## src/rtl/txgap_pkg.sv

```systemverilog
package txgap_pkg;
    localparam int TG_DATA_W = 64;
    localparam int TG_KEEP_W = TG_DATA_W / 8;

    typedef struct packed {
        logic                 last;
        logic [TG_KEEP_W-1:0] keep;
        logic [TG_DATA_W-1:0] data;
    } beat_t;

    typedef enum logic [1:0] {
        ADM_WAIT = 2'd0,
        ADM_OPEN = 2'd1,
        ADM_GAP  = 2'd2
    } adm_state_e;

    typedef enum logic {
        OUT_EMPTY  = 1'b0,
        OUT_LOADED = 1'b1
    } out_state_e;
endpackage

```

## src/rtl/txgap_fifo.sv

```systemverilog
module txgap_fifo
    import txgap_pkg::*;
#(
    parameter int DEPTH = 32,
    localparam int PTR_W = $clog2(DEPTH),
    localparam int CNT_W = $clog2(DEPTH + 1)
) (
    input  logic             clk,
    input  logic             rst,
    input  logic             wr_en,
    input  beat_t            wr_beat,
    input  logic             rd_en,
    output beat_t            rd_beat,
    output logic             empty,
    output logic             full,
    output logic [CNT_W-1:0] fill
);
    beat_t             mem [DEPTH];
    logic [PTR_W-1:0]  wr_ptr;
    logic [PTR_W-1:0]  rd_ptr;

    always_ff @(posedge clk) begin
        if (wr_en) begin
            mem[wr_ptr] <= wr_beat;
        end
    end

    always_ff @(posedge clk) begin
        if (rst) begin
            wr_ptr <= '0;
            rd_ptr <= '0;
            fill   <= '0;
        end else begin
            if (wr_en) begin
                wr_ptr <= wr_ptr + 1'b1;
            end
            if (rd_en) begin
                rd_ptr <= rd_ptr + 1'b1;
            end
            unique case ({wr_en, rd_en})
                2'b10:   fill <= fill + 1'b1;
                2'b01:   fill <= fill - 1'b1;
                default: fill <= fill;
            endcase
        end
    end

    assign rd_beat = mem[rd_ptr];
    assign empty   = (fill == '0);
    assign full    = (fill == CNT_W'(DEPTH));
endmodule

```

## src/rtl/txgap_admit.sv

```systemverilog
module txgap_admit
    import txgap_pkg::*;
#(
    parameter int DEPTH = 32,
    parameter int LIMIT = 16,
    parameter int GAP   = 3,
    localparam int CNT_W = $clog2(DEPTH + 1),
    localparam int GW    = $clog2(GAP + 1)
) (
    input  logic             clk,
    input  logic             rst,
    input  logic [CNT_W-1:0] fill,
    input  logic             src_valid,
    input  logic             src_last,
    output logic             src_ready
);
    adm_state_e       st;
    adm_state_e       st_nx;
    logic [1:0]       rdy_dly;
    logic [GW-1:0]    gap_cnt;
    logic             room_ok;

    // Admission needs space and a quiet delayed ready
    assign room_ok = (fill < CNT_W'(LIMIT)) && !rdy_dly[1];

    always_ff @(posedge clk) begin
        if (rst) begin
            st <= ADM_WAIT;
        end else begin
            st <= st_nx;
        end
    end

    always_comb begin
        st_nx = st;
        unique case (st)
            ADM_WAIT: begin
                if (room_ok) begin
                    st_nx = ADM_OPEN;
                end
            end
            ADM_OPEN: begin
                if (src_valid && src_last) begin
                    st_nx = ADM_GAP;
                end
            end
            ADM_GAP: begin
                if (gap_cnt == GW'(GAP - 1)) begin
                    st_nx = room_ok ? ADM_OPEN : ADM_WAIT;
                end
            end
            default: st_nx = ADM_WAIT;
        endcase
    end

    always_ff @(posedge clk) begin
        if (rst) begin
            rdy_dly <= '0;
            gap_cnt <= '0;
        end else begin
            rdy_dly <= {rdy_dly[0], src_ready};
            gap_cnt <= (st == ADM_GAP) ? gap_cnt + 1'b1 : '0;
        end
    end

    always_comb begin
        src_ready = (st == ADM_OPEN);
    end
endmodule

```

## src/rtl/txgap_drain.sv

```systemverilog
module txgap_drain
    import txgap_pkg::*;
(
    input  logic                 clk,
    input  logic                 rst,
    input  logic                 fifo_empty,
    input  beat_t                rd_beat,
    output logic                 fifo_rd,
    input  logic                 mac_tready,
    output logic                 mac_tvalid,
    output logic [TG_DATA_W-1:0] mac_tdata,
    output logic [TG_KEEP_W-1:0] mac_tkeep,
    output logic                 mac_tlast
);
    out_state_e st;
    out_state_e st_nx;
    beat_t      hold;

    // Reads only happen while the MAC accepts
    assign fifo_rd = !fifo_empty && mac_tready;

    always_ff @(posedge clk) begin
        if (rst) begin
            st <= OUT_EMPTY;
        end else begin
            st <= st_nx;
        end
    end

    always_comb begin
        st_nx = st;
        unique case (st)
            OUT_EMPTY: begin
                if (fifo_rd) begin
                    st_nx = OUT_LOADED;
                end
            end
            OUT_LOADED: begin
                if (mac_tready && !fifo_rd) begin
                    st_nx = OUT_EMPTY;
                end
            end
            default: st_nx = OUT_EMPTY;
        endcase
    end

    always_ff @(posedge clk) begin
        if (rst) begin
            hold <= '0;
        end else if (fifo_rd) begin
            hold <= rd_beat;
        end
    end

    always_comb begin
        mac_tvalid = (st == OUT_LOADED);
        mac_tdata  = hold.data;
        mac_tkeep  = hold.keep;
        mac_tlast  = hold.last;
    end
endmodule

```

## src/rtl/txgap_buffer.sv

```systemverilog
module txgap_buffer
    import txgap_pkg::*;
#(
    parameter int DEPTH = 32,
    parameter int LIMIT = 16,
    parameter int GAP   = 3
) (
    input  logic                 clk,
    input  logic                 rst,
    input  logic                 src_valid,
    output logic                 src_ready,
    input  logic [TG_DATA_W-1:0] src_data,
    input  logic [TG_KEEP_W-1:0] src_keep,
    input  logic                 src_last,
    output logic                 mac_tvalid,
    input  logic                 mac_tready,
    output logic [TG_DATA_W-1:0] mac_tdata,
    output logic [TG_KEEP_W-1:0] mac_tkeep,
    output logic                 mac_tlast
);
    localparam int CNT_W = $clog2(DEPTH + 1);

    logic             wr_q;
    beat_t            wr_beat_q;
    beat_t            rd_beat;
    logic             fifo_rd;
    logic             fifo_empty;
    logic             fifo_full;
    logic [CNT_W-1:0] fifo_fill;

    // One register stage between handshake and FIFO write
    always_ff @(posedge clk) begin
        if (rst) begin
            wr_q      <= 1'b0;
            wr_beat_q <= '0;
        end else begin
            wr_q      <= src_valid && src_ready;
            wr_beat_q <= '{last: src_last, keep: src_keep, data: src_data};
        end
    end

    txgap_admit #(.DEPTH(DEPTH), .LIMIT(LIMIT), .GAP(GAP)) u_admit (
        .clk       (clk),
        .rst       (rst),
        .fill      (fifo_fill),
        .src_valid (src_valid),
        .src_last  (src_last),
        .src_ready (src_ready)
    );

    txgap_fifo #(.DEPTH(DEPTH)) u_fifo (
        .clk     (clk),
        .rst     (rst),
        .wr_en   (wr_q),
        .wr_beat (wr_beat_q),
        .rd_en   (fifo_rd),
        .rd_beat (rd_beat),
        .empty   (fifo_empty),
        .full    (fifo_full),
        .fill    (fifo_fill)
    );

    txgap_drain u_drain (
        .clk        (clk),
        .rst        (rst),
        .fifo_empty (fifo_empty),
        .rd_beat    (rd_beat),
        .fifo_rd    (fifo_rd),
        .mac_tready (mac_tready),
        .mac_tvalid (mac_tvalid),
        .mac_tdata  (mac_tdata),
        .mac_tkeep  (mac_tkeep),
        .mac_tlast  (mac_tlast)
    );
endmodule

```

## config.mk

```make
export PLATFORM = sky130hd
export DESIGN_NAME = txgap_buffer
export DESIGN_NICKNAME = d
export VERILOG_FILES = /design/src/rtl/txgap_pkg.sv /design/src/rtl/txgap_fifo.sv /design/src/rtl/txgap_admit.sv /design/src/rtl/txgap_drain.sv /design/src/rtl/txgap_buffer.sv
export SDC_FILE = /design/constraint.sdc
export NUM_CORES = 2
export LEC_CHECK = 0
export BUFFER_PORTS_ARGS = -buffer_cell sky130_fd_sc_hd__buf_2
export CAP_MARGIN = 20
export CORE_ASPECT_RATIO = 1.1
export CORE_MARGIN = 2
export CORE_UTILIZATION = 25
export CTS_CLUSTER_SIZE = 25
export DETAILED_ROUTE_END_ITERATION = 7
export GPL_TIMING_DRIVEN = 0
export SYNTH_ARGS = -nofsm -noshare
export SYNTH_HDL_FRONTEND = slang
export SYNTH_SLANG_ARGS = --single-unit
export TNS_END_PERCENT = 30
```

## constraint.sdc

```tcl
create_clock -name clk -period 8.9 [get_ports clk]
set_input_delay 0.89 -clock clk [delete_from_list [all_inputs] [get_ports clk]]
set_output_delay 0.89 -clock clk [all_outputs]
set_load 0.005 [all_outputs]
```

==> flow_metrics.tcl <==
set metrics [dict create \
    status "completed" \
    cts_buffers 239 \
    clk_pin_slew_ps 60 \
    area_delta_synth_final_pct 19.10 \
    htreeDepth 4 \
    final_util_pct 29.94 \
    grt_overflow 0 \
    async_reset_ff_share_pct 0 \
    clockPowerShare_pct 38.8 \
    ctsHoldBuffers 0 \
    cpPeakStageDelay_ps 700 \
    drt_iter0_drc 5677 \
    synth_cells 4708 \
    hold_depth 2 \
    peakVddDrop_mv 0.1754 \
    drive_gt1_share_pct 20.26 \
    crit_path_start_kind "flip-flop" \
    dp.cells 9978 \
    synth_area_um2 94570 \
    min_from "src_data[11]" \
    grt_max_degree 33 \
    root_buffer "clkbuf_16" \
    tns_ps 0 \
    cp_max_fo 10 \
    grt_use_total_pct 13.11 \
    grt_pass1_vias 48570 \
    synth_area_leaders "edfxtp_1 (74%), mux2i_1 (7.3%), mux4_2 (6.9%)" \
    stdcell_count 10450 \
    ys_top_cells_by_count "edfxtp_1 (2,336), mux2i_1 (688), mux4_2 (290)" \
    powerDensity_nw_per_um2 228.5 \
    die_h_um 649.1 \
    placementRows 236 \
    post_cts_buffers 0 \
    initial_core_util_pct 25.14 \
    synth.avg_cell_area_um2 20.09 \
    cts_max_path_buffers 4 \
    antenna_found_initial 14 \
    dr.pass1.iters 6 \
    worst-setup-path-type "reg2reg" \
    num_io_pins 152 \
    wl_per_cell_um 24.91 \
    seq_power_share_pct 51.7 \
    port_buffers 150 \
    p_int_mw 19.70 \
    end_kind "flip-flop" \
    worstSkewPairLatency_ps 900 \
    r2r_slack_ps 5320 \
    yosysWarnings 0 \
    vias 48230 \
    holdPathEnd "wr_beat_q[11]" \
    routed_wl_um 260500 \
    yosysMostFrequentCell "edfxtp_1" \
    final-setup-viol-count 0 \
    synth_nets 4794 \
    timing.final.crit_share_pct 40.21 \
    final_area_um2 112600 \
    ant_nets 0 \
    critPathSlowestCell "a211oi_1" \
    coreArea_um2 376200 \
    dp_slack_ps 5333 \
    design.die.area_um2 383200 \
    dpl_cell_area_um2 104400 \
    drv_cap 0 \
    avgViaCountPerCell 4.613 \
    cts_tree "done" \
    hold_path.class "in2reg" \
    synth_top_area_share_pct 74.18 \
    die_w_um 590.4 \
    ys_ff_latch 2506 \
    fin_crit_ps 3578 \
    r2r_cells 8 \
    post_cts_resized 0 \
    grt_pass1_wl_um 364200 \
    cts.sinks 2506 \
    slew_headroom_pct 23.26 \
    path_cells "nor2b_1, clkbuf_1, nand2_1, buf_2, clkbuf_1, o221ai_1, a211oi_1, o31ai_1" \
    synth_top_cell_by_area "edfxtp_1" \
    synth-edff-count 2336 \
    post-dp-hpwl_um 179900 \
    rsz0062_at_grt "false" \
    clock_skew_ps 66.98 \
    fmax_mhz 279.4 \
    r2r_end "u_drain.mac_tdata[33]" \
    tightest_slew_ps 1150 \
    power.leakage_nw 33.64 \
    fin_total_pwr_mw 25.73 \
    whs_ps 234.0 \
    nets 5328 \
    synth_ff_type "edfxtp_1" \
    r2r-start "u_fifo.rd_ptr[1]" \
    switching_power_mw 6.035 \
    power.share.switching_pct 23.45 \
    ys_types 47 \
    drc 0 \
    crit_required_ps 9640 \
    pwr-share-comb_pct 9.5 \
    ys_seq_area_share_pct 77.78 \
    gp_congestion 0.7668 \
    hold_violations 0 \
    drv_slew 0 \
    cp_data_arrival_time_ps 4320 \
    cp_common_cell "clkbuf_1" \
    fin_ws_ps 5322 \
]
## how the worst max path moves through the flow
stage                     startpoint                    end  slack, ps  cells after the start
global placement                wr_q      u_fifo.mem[3][70]       -360                      3
CTS                 u_fifo.rd_ptr[1]  u_drain.mac_tdata[33]       5440                      8
detailed placement        mac_tready         u_fifo.fill[4]       5330                     12
finish              u_fifo.rd_ptr[1]  u_drain.mac_tdata[33]       5320                      8
global route        u_fifo.rd_ptr[1]  u_drain.mac_tdata[39]       5300                      8
floorplan           u_fifo.wr_ptr[3]      u_fifo.mem[10][0]       4300                      3
## registers in the layout (all words and copies together) (netlist names), named ones only
name	flops
u_admit.gap_cnt	2
u_drain.mac_tkeep	8
u_fifo.wr_ptr	5
u_admit.rdy_dly	2
u_fifo.mem	2336
u_admit.st	2
u_fifo.rd_ptr	5
u_drain.mac_tlast	1
wr_beat_q	73
u_fifo.fill	6
u_drain.mac_tdata	64
wr_q	1
## placed cells by master, fill, tap and decap left out, types with 4 or more instances in the layout
cell / synthesis / routed
bufinv_16: 0 / 18
buf_6: 13 / 14
nor2_4: 0 / 32
buf_16: 0 / 44
clkinv_1: 0 / 36
dfxtp_1: 170 / 170
clkinv_8: 0 / 4
o31ai_1: 47 / 47
nor2b_1: 82 / 82
a22oi_1: 271 / 271
a32o_1: 26 / 26
buf_4: 42 / 42
o21ai_0: 6 / 6
clkbuf_16: 0 / 239
buf_1: 7 / 7
buf_2: 90 / 240
clkbuf_1: 130 / 201
buf_8: 0 / 9
clkinv_2: 0 / 31
mux4_2: 290 / 290
mux2i_1: 688 / 688
a21oi_1: 107 / 107
o221ai_1: 94 / 94
or3_1: 7 / 7
diode_2: 0 / 13
nand2_1: 63 / 63
inv_1: 8 / 8
a211oi_1: 47 / 47
buf_12: 0 / 89
ha_1: 9 / 9
clkbuf_8: 0 / 24
clkinvlp_4: 0 / 11
edfxtp_1: 2336 / 2336
nor2_1: 126 / 94
xor2_1: 8 / 8
## worst max-delay path: cells and delay by family, from the launching register on
family | cells | cell delay (ps)
simple gates | 2 | 300
compound gates | 3 | 1070
buf+inv | 3 | 1570
flops | 1 | 480
## cell type report
cell class / count / area [um^2]
clock buffers: 335 / 6581
inverters: 8 / 30.03
clock inverters: 107 / 1065
flip-flops and latches: 2506 / 73550
well taps: 4998 / 6254
plain buffers: 283 / 1435
multi-input cells: 1911 / 19790
diodes: 13 / 32.53
fillers: 36330 / 263600
repair buffers: 293 / 3890
## kinds of logic (layout without fill, tap and decap cells)
| logic type | count (synthesis) | count (layout) | share of synthesized area, % |
|---|---|---|---|
| AOI/OAI and AO/OA | 611 | 611 | 4.759 |
| xor gates and xnor gates | 11 | 11 | 0.1019 |
| adders and majority gates | 9 | 9 | 0.1191 |
| buffers and inverters | 291 | 1026 | 1.548 |
| DFF | 2506 | 2506 | 77.78 |
| muxes | 978 | 978 | 14.19 |
| other | 0 | 13 | 0 |
| and+or+nand+nor | 302 | 302 | 1.507 |
## power by group through the flow
stage	clock network (mW)	logic [mW]	registers, mW
after floorplan	0	1.42	13.5
final	9.99	2.45	13.3
after CTS	10.1	2.44	13.3
after global routing	10.6	2.63	13.3
after detailed placement	0	2.43	13.6
after global placement	0	2.38	13.6
## metal layers
layer	global-route usage, %	part of all wire (%)
met1	17.48	42
met2	21.46	48
met3	2.404	7.6
met4	4.296	3.1
met5	0	0.0050
Power figures use the tool's default switching activity.
